File: config.mk
export PLATFORM = sky130hd
export DESIGN_NAME = hyp_insn_check
export DESIGN_NICKNAME = d
export VERILOG_FILES = /design/src/rtl/hyp_chk_pkg.sv /design/src/rtl/hyp_decode.sv /design/src/rtl/hyp_legal.sv /design/src/rtl/hyp_insn_check.sv
export SDC_FILE = /design/constraint.sdc
export NUM_CORES = 1
export LEC_CHECK = 0
export BUFFER_PORTS_ARGS = -buffer_cell sky130_fd_sc_hd__buf_4
export CAP_MARGIN = 10
export CORE_AREA = 2 2 54 56
export CTS_CLUSTER_SIZE = 10
export DETAILED_ROUTE_END_ITERATION = 8
export DIE_AREA = 0 0 56 58
export MAX_ROUTING_LAYER = met4
export PLACE_DENSITY = 0.74
export SLEW_MARGIN = 20
export SYNTH_ARGS = -nofsm -noshare
export SYNTH_HDL_FRONTEND = slang
export SYNTH_SLANG_ARGS = --single-unit
File: constraint.sdc
create_clock -name clk -period 1.7 [get_ports clk]
set_input_delay 0.085 -clock clk [delete_from_list [all_inputs] [get_ports clk]]
set_output_delay 0.085 -clock clk [all_outputs]
set_load 0.03 [all_outputs]
File: src/rtl/hyp_chk_pkg.sv
package hyp_chk_pkg;
    localparam int ILEN     = 32;
    localparam int REG_W    = 5;
    localparam int OPC_W    = 7;
    localparam int F3_W     = 3;
    localparam int F7_W     = 7;
    localparam int SIZE_W   = 2;

    localparam logic [OPC_W-1:0] SYS_OPC   = 7'b1110011;
    localparam logic [F3_W-1:0]  F3_HYP    = 3'b100;
    localparam logic [F3_W-1:0]  F3_PRIV   = 3'b000;
    localparam logic [3:0]       HYP_F7_HI = 4'b0110;
    localparam logic [F7_W-1:0]  F7_FNC_VS = 7'b0010001;
    localparam logic [F7_W-1:0]  F7_FNC_G  = 7'b0110001;
    localparam logic [REG_W-1:0] LD_SEXT   = 5'd0;
    localparam logic [REG_W-1:0] LD_ZEXT   = 5'd1;
    localparam logic [REG_W-1:0] LD_EXEC   = 5'd3;

    typedef enum logic [2:0] {
        OP_NONE  = 3'd0,
        OP_LOAD  = 3'd1,
        OP_STORE = 3'd2,
        OP_FENCE = 3'd3,
        OP_BAD   = 3'd4
    } op_e;

    typedef enum logic [1:0] {
        FN_NONE = 2'd0,
        FN_VS   = 2'd1,
        FN_G    = 2'd2
    } fence_e;

    typedef enum logic [1:0] {
        EX_NONE = 2'd0,
        EX_ILL  = 2'd1,
        EX_VIRT = 2'd2
    } exc_e;

    typedef enum logic [1:0] {
        PR_U   = 2'd0,
        PR_S   = 2'd1,
        PR_RSV = 2'd2,
        PR_M   = 2'd3
    } priv_e;

    typedef struct packed {
        op_e               op;
        logic [SIZE_W-1:0] size;
        logic              uns;
        logic              exec;
        fence_e            fence;
        logic [REG_W-1:0]  rd;
        logic [REG_W-1:0]  rs1;
        logic [REG_W-1:0]  rs2;
    } dec_t;

    typedef struct packed {
        logic valid;
        dec_t dec;
        exc_e exc;
    } res_t;
endpackage

File: src/rtl/hyp_decode.sv
module hyp_decode
    import hyp_chk_pkg::*;
(
    input  logic [ILEN-1:0] instr,
    output dec_t            dec
);
    logic [OPC_W-1:0]  opc;
    logic [REG_W-1:0]  rd;
    logic [F3_W-1:0]   f3;
    logic [REG_W-1:0]  rs1;
    logic [REG_W-1:0]  rs2;
    logic [F7_W-1:0]   f7;
    logic [SIZE_W-1:0] sz;
    logic              is_hyp;
    logic              is_priv;

    assign opc     = instr[6:0];
    assign rd      = instr[11:7];
    assign f3      = instr[14:12];
    assign rs1     = instr[19:15];
    assign rs2     = instr[24:20];
    assign f7      = instr[31:25];
    assign sz      = f7[2:1];
    assign is_hyp  = (opc == SYS_OPC) && (f3 == F3_HYP);
    assign is_priv = (opc == SYS_OPC) && (f3 == F3_PRIV) && (rd == '0);

    always_comb begin
        dec = '0;
        if (is_hyp) begin
            dec.op = OP_BAD;
            if (f7[6:3] == HYP_F7_HI) begin
                if (f7[0]) begin
                    if (rd == '0) begin
                        dec.op   = OP_STORE;
                        dec.size = sz;
                        dec.rs1  = rs1;
                        dec.rs2  = rs2;
                    end
                end else if (rs2 == LD_SEXT) begin
                    dec.op   = OP_LOAD;
                    dec.size = sz;
                    dec.rd   = rd;
                    dec.rs1  = rs1;
                end else if (rs2 == LD_ZEXT && sz != 2'b11) begin
                    dec.op   = OP_LOAD;
                    dec.size = sz;
                    dec.uns  = 1'b1;
                    dec.rd   = rd;
                    dec.rs1  = rs1;
                end else if (rs2 == LD_EXEC && (sz == 2'b01 || sz == 2'b10)) begin
                    dec.op   = OP_LOAD;
                    dec.size = sz;
                    dec.uns  = 1'b1;
                    dec.exec = 1'b1;
                    dec.rd   = rd;
                    dec.rs1  = rs1;
                end
            end
        end else if (is_priv && (f7 == F7_FNC_VS || f7 == F7_FNC_G)) begin
            dec.op    = OP_FENCE;
            dec.fence = (f7 == F7_FNC_G) ? FN_G : FN_VS;
            dec.rs1   = rs1;
            dec.rs2   = rs2;
        end
    end
endmodule

File: src/rtl/hyp_legal.sv
module hyp_legal
    import hyp_chk_pkg::*;
(
    input  op_e        op,
    input  fence_e     fence,
    input  logic [1:0] priv,
    input  logic       virt,
    input  logic       hu,
    input  logic       tvm,
    output exc_e       exc
);
    logic is_m;
    logic is_s;
    logic is_u;
    logic v_eff;

    assign is_m  = (priv == PR_M);
    assign is_s  = (priv == PR_S);
    assign is_u  = !is_m && !is_s;
    assign v_eff = virt && !is_m;

    always_comb begin
        exc = EX_NONE;
        case (op)
            OP_BAD: exc = EX_ILL;
            OP_LOAD, OP_STORE: begin
                if (v_eff)
                    exc = EX_VIRT;
                else if (is_u && !hu)
                    exc = EX_ILL;
            end
            OP_FENCE: begin
                if (v_eff)
                    exc = EX_VIRT;
                else if (is_u)
                    exc = EX_ILL;
                else if (fence == FN_G && is_s && tvm)
                    exc = EX_ILL;
            end
            default: exc = EX_NONE;
        endcase
    end
endmodule

File: src/rtl/hyp_insn_check.sv
module hyp_insn_check
    import hyp_chk_pkg::*;
(
    input  logic             clk,
    input  logic             rst_n,
    input  logic             valid_i,
    input  logic [ILEN-1:0]  instr_i,
    input  logic [1:0]       priv_i,
    input  logic             virt_i,
    input  logic             hu_i,
    input  logic             tvm_i,
    output logic             valid_o,
    output logic [2:0]       op_o,
    output logic [SIZE_W-1:0] size_o,
    output logic             unsigned_o,
    output logic             exec_o,
    output logic [1:0]       fence_o,
    output logic [REG_W-1:0] rd_o,
    output logic [REG_W-1:0] rs1_o,
    output logic [REG_W-1:0] rs2_o,
    output logic [1:0]       exc_o
);
    dec_t dec_w;
    exc_e exc_w;
    res_t res_d;
    res_t res_q;

    hyp_decode u_dec (
        .instr (instr_i),
        .dec   (dec_w)
    );

    hyp_legal u_legal (
        .op    (dec_w.op),
        .fence (dec_w.fence),
        .priv  (priv_i),
        .virt  (virt_i),
        .hu    (hu_i),
        .tvm   (tvm_i),
        .exc   (exc_w)
    );

    always_comb begin
        res_d = '0;
        if (valid_i) begin
            res_d.valid = 1'b1;
            res_d.dec   = dec_w;
            res_d.exc   = exc_w;
        end
    end

    always_ff @(posedge clk) begin
        if (!rst_n)
            res_q <= '0;
        else
            res_q <= res_d;
    end

    assign valid_o    = res_q.valid;
    assign op_o       = res_q.dec.op;
    assign size_o     = res_q.dec.size;
    assign unsigned_o = res_q.dec.uns;
    assign exec_o     = res_q.dec.exec;
    assign fence_o    = res_q.dec.fence;
    assign rd_o       = res_q.dec.rd;
    assign rs1_o      = res_q.dec.rs1;
    assign rs2_o      = res_q.dec.rs2;
    assign exc_o      = res_q.exc;
endmodule

# Word level (Yosys, flattened, before mapping)
# Cells that the tools add are included.
# W data, S select, Z words.
[word_totals]
regBits = 27
input_bits = 40
out_inout_bits = 27
elab_cells = 89
[classes]
eq_ne = 17
n_mux = 33
bitwise = 4
reduce_logical = 25
[ops]
columns = ["operator", "n"]
rows = [
  ["$mux W10", 6],
  ["$mux W5", 7],
  ["$mux W27", 1],
  ["$mux W2", 9],
  ["$mux W15", 1],
  ["$mux W7", 2],
  ["$logic_and A1 B1 Y1", 11],
  ["$logic_not A5 Y1", 2],
  ["$eq A7 B5 Y1 const B", 1],
  ["$eq A7 B6 Y1 const B", 1],
  ["$eq A7 B7 Y1 const B", 1],
  ["$reduce_or A7 Y1", 1],
  ["$eq A2 B2 Y1 const B", 3],
  ["$eq A3 B2 Y1 const B", 2],
  ["$eq A3 B3 Y1 const B", 2],
  ["$mux W6", 1],
  ["$pmux W2 S3", 1],
  ["$reduce_or A6 Y1", 1],
  ["$eq A5 B1 Y1 const B", 1],
  ["$eq A5 B2 Y1 const B", 1],
  ["$reduce_or A5 Y1", 1],
  ["$eq A2 B1 Y1 const B", 2],
  ["$eq A4 B3 Y1 const B", 1],
  ["$mux W4", 1],
  ["11 further kinds", 19],
]

# Longest topological paths before layout
# Gate-level depths: netlist of run 1.
[depth]
depth_word = 14
depth_mapped = 5
depth_no_buf = 5

# Hierarchy
# Synthesis of run 1 repeated with hierarchy kept, for this count alone.
[unflattened]
cells_unflattened = 116
area_unflattened_um2 = 1147.4
[modules_own_cells]
columns = ["module", "n_inst", "cells_per_inst", "area_each_um2", "seq_area_each_um2"]
rows = [
  ["hyp_insn_check", 1, 58, 752.0, 540.5],
  ["hyp_decode", 1, 50, 336.6, 0.0],
  ["hyp_legal", 1, 8, 58.8, 0.0],
]

# Worst setup path before layout of run 1
# OpenSTA, ideal clock, no wires.
[synth_path]
kind = "in2reg"
startpoint = "input port instr_i[26]"
endpoint = "register res_q (netlist bit rd_o[1])"
setup_ns = 0.116
t_arrival_ns = 1.154
t_required_ns = 1.584
path_slack_ns = 0.430
cell_stages = 5
path_buffers = 0
path_cell_list = "ha_1 -> and3_1 -> o21a_1 -> and3_1 -> and2_2"
[synth_via]
elab_chain_len = 6
elab_cells_between_ends = 9
classes_between = "eq/ne (3); mux (3); reduce/logical (3)"
[synth_lines]
columns = ["element", "line", "rtl"]
rows = [
  ["from (decl)", "hyp_insn_check.sv:7", "input logic [ILEN-1:0] instr_i,"],
  ["$eq A2 B1 Y1 or $eq A2 B2 Y1 (tied branches)", "hyp_decode.sv:50", "end else if (rs2 == LD_EXEC && (sz == 2'b01 || sz == 2'b10)) begin"],
  ["$logic_or A1 B1 Y1", "hyp_decode.sv:50", ""],
  ["$logic_and A1 B1 Y1", "hyp_decode.sv:50", ""],
  ["$mux W10", "hyp_decode.sv:50", ""],
  ["$mux W10 (*)", "hyp_decode.sv:44", "end else if (rs2 == LD_ZEXT && sz != 2'b11) begin"],
  ["$mux W10 (*)", "hyp_decode.sv:39", "end else if (rs2 == LD_SEXT) begin"],
  ["to (signal assigned)", "hyp_insn_check.sv:56", "res_q <= res_d;"],
  ["to (decl)", "hyp_insn_check.sv:26", "res_t res_q;"],
]
# Mark *: on every way between the ends. The rest lies on a longest branch, timed or not.
# A chain may end at the register's enable or synchronous reset.

# Final worst setup path of run 1
[layout_path]
startpoint = "input port instr_i[10]"
endpoint = "register res_q (netlist bit rs1_o[0])"
[layout_via]
elab_chain_len = 5
elab_cells_between_ends = 8
classes_between = "mux (5); reduce/logical (3)"
[layout_lines]
columns = ["element", "line", "rtl"]
rows = [
  ["$logic_not A5 Y1 (*)", "hyp_decode.sv:25, hyp_decode.sv:33", ""],
  ["$mux W10 or $logic_and A1 B1 Y1 (tied branches)", "hyp_decode.sv:33, hyp_decode.sv:25", ""],
  ["$mux W5 or $logic_and A1 B1 Y1 (tied branches)", "hyp_decode.sv:32, hyp_decode.sv:59", ""],
  ["$mux W15 or $mux W10 (tied branches)", "hyp_decode.sv:31, hyp_decode.sv:59", ""],
  ["$mux W10 (*)", "hyp_decode.sv:29", "if (is_hyp) begin"],
]
# Marked as above.

==> results of run 1 <==
-- cells in the mapped netlist (2+ instances only) --
library cell / count
nand2_1: 5
and3_1: 3
and2_1: 14
o21ai_0: 2
dfxtp_1: 27
inv_1: 2
nor4_4: 2
a21oi_1: 3
nor2_1: 3
a21boi_1: 4
nor2b_1: 2
-- flip-flops by register name, indices dropped and copies added, names as in the netlist --
name / cells
rd_o: 5
rs1_o: 5
rs2_o: 5
op_o: 3
exc_o: 2
fence_o: 2
size_o: 2
exec_o: 1
unsigned_o: 1
valid_o: 1
-- through the flow --
step	power, mW	util, %
2_1_floorplan	0.679	-
3_3_place_gp	0.763	58.4
3_5_place_dp	0.766	58.4
4_1_cts	1.06	65.4
5_1_grt	1.11	66.6
6_report	1.06	66.6
-- what timing repair did --
action	in CTS	in global routing
resized for setup	0	5
setup endpoints to repair	0	18
hold endpoints to repair	16	1
hold buffers	16	1
-- cells by family after synthesis --
kind of cell	count (synthesis)
fa+ha+maj	1
buf+inv	2
flops	27
simple gates	44
compound gates	17
-- where the power goes --
group / leakage (nW) / internal (mW) / switching (mW)
Sequential: 0.218 / 0.634 / 0.000348
Clock: 0.0150 / 0.0921 / 0.178
Combinational: 0.612 / 0.102 / 0.0499
-- per-layer routing --
metal	wire length [um]	global-route usage, %	part of all wire (%)
met1	1040	19.6	40
met3	140	2.23	5.4
met5	0	-	0
met4	57	8.16	2.2
met2	1340	29.9	52
-- worst max path at each step --
stage	from	to	slack [ns]
final	instr_i[10]	rs1_o[0]	0.09
after global routing	instr_i[10]	rs1_o[0]	0.01
after CTS	instr_i[8]	rs1_o[0]	0.03
after detailed placement	instr_i[26]	rs1_o[0]	0.17
after global placement	instr_i[2]	exc_o[0]	0.20
after floorplan	instr_i[26]	rd_o[1]	0.43
-- cells in the final DEF, fill, tap and decap left out, types with 2 or more instances in the layout --
master          instances
nor2b_1                 2
inv_1                   2
nor4_4                  2
o21ai_0                 2
a21boi_1                3
buf_4                  66
dlymetal6s4s_1          2
and3_1                  3
nand2_1                 5
a21boi_2                2
dlygate4sd3_1          15
dfxtp_1                27
nor2_1                  3
a21oi_1                 3
and2_1                 14
clkbuf_4                3
-- cell type report --
class	instances	area [um2]
multi-input cells	62	490
fillers	211	888
well taps	31	38.8
clock buffers	4	26.3
inverters	2	7.51
flip-flops and latches	27	541
repair buffers	83	671
==> flow_metrics.env, run 1 <==
export IMPL_status="completed"
export IMPL_initial_core_util_pct=38.3
export IMPL_setup_violations=0
export IMPL_ios=67
export IMPL_grt_max_degree=15
export IMPL_fin_tns_setup_ns=0
export IMPL_holdPathStages=4
export IMPL_power_density_mw_per_mm2=595
export IMPL_antenna_found_initial=0
export IMPL_fp_row_count=19
export IMPL_avgViaCountPerCell=4.66
export IMPL_yosysSeqAreaShare_pct=52.9
export IMPL_p_leak_nw=0.845
export IMPL_cts_made_buffers=3
export IMPL_drive_above_1_share_pct=44.9
export IMPL_clk_path_buf_depth=2
export IMPL_cts_tree="yes"
export IMPL_drc=0
export IMPL_routabilityCongestion=0.733
export IMPL_antenna_cells=0
export IMPL_vdd_drop_max_mv=0.408
export IMPL_cap_violations=0
export IMPL_vias=973
export IMPL_synth_compound_area_share_pct=13.4
export IMPL_finalCriticalPeriod_ns=1.61
export IMPL_synth_top_cell_area_share_pct=52.9
export IMPL_cpPeakStageDelay_ns=0.53
export IMPL_hold_worst_slack_ns=0.00378
export IMPL_grt_pass1_vias=989
export IMPL_core_area_mm2=0.00266
export IMPL_synth_edf_count=0
export IMPL_post_synth_fa_ha_maj_area_fraction_pct=1.23
export IMPL_path_max_fanout=8
export IMPL_ys_flop_type="dfxtp_1"
export IMPL_fin_cells=209
export IMPL_synth_distinct_cells=35
export IMPL_syn_area_mm2=0.00102
export IMPL_ant_nets=0
export IMPL_synth_top_family_by_area="simple AND/OR/NAND/NOR gates"
export IMPL_ctsHtreeMaxLevel=1
export IMPL_wl_mm=2.58
export IMPL_die_x_um=56
export IMPL_clk_pin_slew_worst_paths_ns=0.13
export IMPL_place_area_mm2=0.00156
export IMPL_dieArea_mm2=0.00325
export IMPL_grt_overflow=0
export IMPL_crit_type="primary input to flop"
export IMPL_min_period_over_period_pct=94.5
export IMPL_port_buffers=66
export IMPL_ys_ff_latch=27
export IMPL_final_nets=220
export IMPL_synthMuxAreaShare_pct=0
export IMPL_synth_simple_area_share_pct=31.7
export IMPL_grt_pass1_wl_mm=4.21
export IMPL_place_inst=188
export IMPL_clock_sinks=27
export IMPL_crit_slowest_cell="dlygate4sd3_1"
export IMPL_post_cts_setup_buffers=0
export IMPL_slew_headroom_pct=63.8
export IMPL_worstPathArrival_ns=1.87
export IMPL_dr_first_iter_drc_count=18
export IMPL_dr_pass1_iters=4
export IMPL_avgRoutedWirePerCell_um=12.3
export IMPL_start_kind="primary input"
export IMPL_tightest_slew_ns=0.540
export IMPL_async_flop_share_pct=0
export IMPL_rsz0062_at_grt="false"
export IMPL_syn_inst=91
export IMPL_yosys_area_top_type="dfxtp_1"
export IMPL_crit_path_cell_trace="dlygate4sd3_1 > buf_4 > or4_4 > nor3b_4 > o211ai_4 > a21boi_2"
export IMPL_crit_required_ns=1.96
export IMPL_fin_area_mm2=0.00177
export IMPL_track_usage_pct=17.2
export IMPL_hpwl_mm=1.96
export IMPL_yosysWarnings=0
export IMPL_maxSlewViolCount=0
export IMPL_pre_cts_slack_ns=0.168
export IMPL_cp_top_family="simple AND/OR/NAND/NOR gates"
export IMPL_min_path_type="primary input to flop"
export IMPL_synth_xor_area_share_pct=0
export IMPL_syn_avg_cell_area_um2=11.2
export IMPL_area_growth_syn_to_layout_pct=73.8
export IMPL_synth_area_top_cells="dfxtp_1, and2_1, nor4_4"
export IMPL_fmax_mhz=623
export IMPL_critical_path_depth=6
export IMPL_die_h_um=58
export IMPL_fin_ws_ns=0.0938
export IMPL_clockRootBuffer="clkbuf_4"
export IMPL_synthesis_nets=132
export IMPL_whs_endpoint="exc_o[1]"
export IMPL_min_from="priv_i[1]"
export IMPL_path_buf_inv=2
export IMPL_finalHoldViolCount=0
export IMPL_critPathCaptureType="flop"
Note: power is estimated with default switching activity, not from simulation.
==> run 2: changes to the inputs <==
--- a/config.mk
+++ b/config.mk
@@ -7,10 +7,10 @@
 export LEC_CHECK = 0
 export BUFFER_PORTS_ARGS = -buffer_cell sky130_fd_sc_hd__buf_4
 export CAP_MARGIN = 10
-export CORE_AREA = 2 2 54 56
+export CORE_AREA = 2 2 45 67
 export CTS_CLUSTER_SIZE = 10
 export DETAILED_ROUTE_END_ITERATION = 8
-export DIE_AREA = 0 0 56 58
+export DIE_AREA = 0 0 47 69
 export MAX_ROUTING_LAYER = met4
 export PLACE_DENSITY = 0.74
 export SLEW_MARGIN = 20
==> run 2 against run 1 <==
  * Sequential share of layout area is 3.1 points higher
  * Critical path depth stayed put
  * Via count is 3.7% lower
  * Total power is 3.8% higher
  * Clock power is 27% higher
  * Final cell count is 5.3% lower
  * Worst setup slack better by 0.37 ns
  * Utilization is 5.9 points lower
  * Count of clock-buffer cells in the layout is 1 lower
  * Die area is 0.15% lower
  * Largest cell class is now sequential cells
==> flow_metrics.env, run 2 (synthesized netlist as in run 1, its figures left out) <==
export IMPL_crit_type="primary input to flop"
export IMPL_hpwl_mm=2.11
export IMPL_crit_slowest_cell="o211ai_4"
export IMPL_p_leak_nw=0.764
export IMPL_setup_violations=0
export IMPL_area_growth_syn_to_layout_pct=57.6
export IMPL_post_cts_setup_buffers=0
export IMPL_finalCriticalPeriod_ns=1.24
export IMPL_path_max_fanout=8
export IMPL_final_util_pct=60.8
export IMPL_rsz0062_at_grt="false"
export IMPL_ant_nets=0
export IMPL_multi_input_area_um2=473
export IMPL_min_path_type="primary input to flop"
export IMPL_die_x_um=47
export IMPL_dr_first_iter_drc_count=3
export IMPL_grt_overflow=0
export IMPL_fin_cells=198
export IMPL_ctsHtreeMaxLevel=1
export IMPL_cap_violations=0
export IMPL_routabilityCongestion=0.708
export IMPL_track_usage_pct=17.5
export IMPL_cts_tree="yes"
export IMPL_final_nets=203
export IMPL_clk_path_buf_depth=2
export IMPL_drc=0
export IMPL_crit_path_cell_trace="buf_4 > ha_1 > and3_1 > o21a_1 > o211ai_4 > a21oi_1"
export IMPL_use_met3_pct=1.83
export IMPL_core_area_mm2=0.00265
export IMPL_tightest_slew_ns=0.554
export IMPL_vias=937
export IMPL_min_period_over_period_pct=73.0
export IMPL_critPathCaptureType="flop"
export IMPL_grt_pass1_wl_mm=4.16
export IMPL_fin_tns_setup_ns=0
export IMPL_top_usage_layer="met2"
export IMPL_fmax_mhz=806
export IMPL_ctsResizeCount=0
export IMPL_avgViaCountPerCell=4.73
export IMPL_grtUsageMet1_pct=15.4
export IMPL_initial_core_util_pct=38.6
export IMPL_place_inst=194
export IMPL_maxSlewViolCount=0
export IMPL_start_kind="primary input"
export IMPL_grt_pass1_vias=1042
export IMPL_fill_cells=242
export IMPL_vdd_drop_max_mv=0.337
export IMPL_antenna_cells=0
export IMPL_grt_use_met2_pct=34.1
export IMPL_power_density_mw_per_mm2=682
export IMPL_fp_row_count=23
export IMPL_cpPeakStageDelay_ns=0.32
export IMPL_port_buffers=66
export IMPL_regArea_um2=541
export IMPL_worstPathArrival_ns=1.39
export IMPL_die_h_um=69
export IMPL_clockRootBuffer="clkbuf_8"
export IMPL_grt_max_degree=16
export IMPL_cts_made_buffers=3
export IMPL_dieArea_mm2=0.00324
export IMPL_crit_required_ns=1.85
export IMPL_clk_pin_slew_worst_paths_ns=0.09
export IMPL_ios=67
export IMPL_dr_pass1_iters=4
export IMPL_drive_above_1_share_pct=49.1
export IMPL_finalHoldViolCount=0
export IMPL_wl_mm=2.51
export IMPL_final_common_cell="buf_4"
export IMPL_antenna_found_initial=0
export IMPL_cts_hold_buf=0
export IMPL_avgRoutedWirePerCell_um=12.7
export IMPL_status="completed"
export IMPL_hold_worst_slack_ns=0.0293
export IMPL_final_cell_mix="buf_4, dfxtp_1, and2_1, nand2_1, a21boi_1"
export IMPL_clock_sinks=27
export IMPL_slew_headroom_pct=62.5
[run 2: critical path: cells and delay by family]
family / cells / cell delay (ns)
compound gates: 3 / 0.67
fa+ha+maj: 1 / 0.30
simple gates: 1 / 0.19
buf+inv: 1 / 0.13
[run 2: worst paths after layout]
kind | startpoint | endpoint | slack (ns) | cells after the start
worst max-delay path | instr_i[26] | exc_o[1] | 0.46 | 6
worst min-delay path | valid_i | valid_o | 0.03 | 2
[run 2: report_power, final]
part / internal (mW) / total (mW) / switching (mW)
combinational: 0.0749 / 0.120 / 0.0447
sequential: 0.633 / 0.633 / 0.000318
clock: 0.164 / 0.344 / 0.180
[run 2: final cells by class]
type | instances | area share, %
repair buffers | 66 | 30.8
clock inverters | 1 | 0.311
multi-input cells | 62 | 29.4
inverters | 2 | 0.467
well taps | 37 | 2.88
clock buffers | 3 | 2.57
flip-flops and latches | 27 | 33.6
[run 2: stage by stage]
| stage | total power [mW] | cell area [um2] | setup slack [ns] |
|---|---|---|---|
| after floorplan | 0.679 | 1020 | 0.430 |
| after global placement | 0.764 | 1560 | 0.233 |
| after detailed placement | 0.767 | 1560 | 0.189 |
| after CTS | 1.11 | 1610 | 0.456 |
| after global routing | 1.14 | 1610 | 0.363 |
| final | 1.10 | 1610 | 0.460 |
[run 2: routing by layer]
metal  wire length, um  share of wire [%]  vias up
met5                 0                  0        -
met4                25               0.99        0
met3               157                6.2        2
met2              1490                 59       42
met1               838                 33      433
li1                  -                  -      460
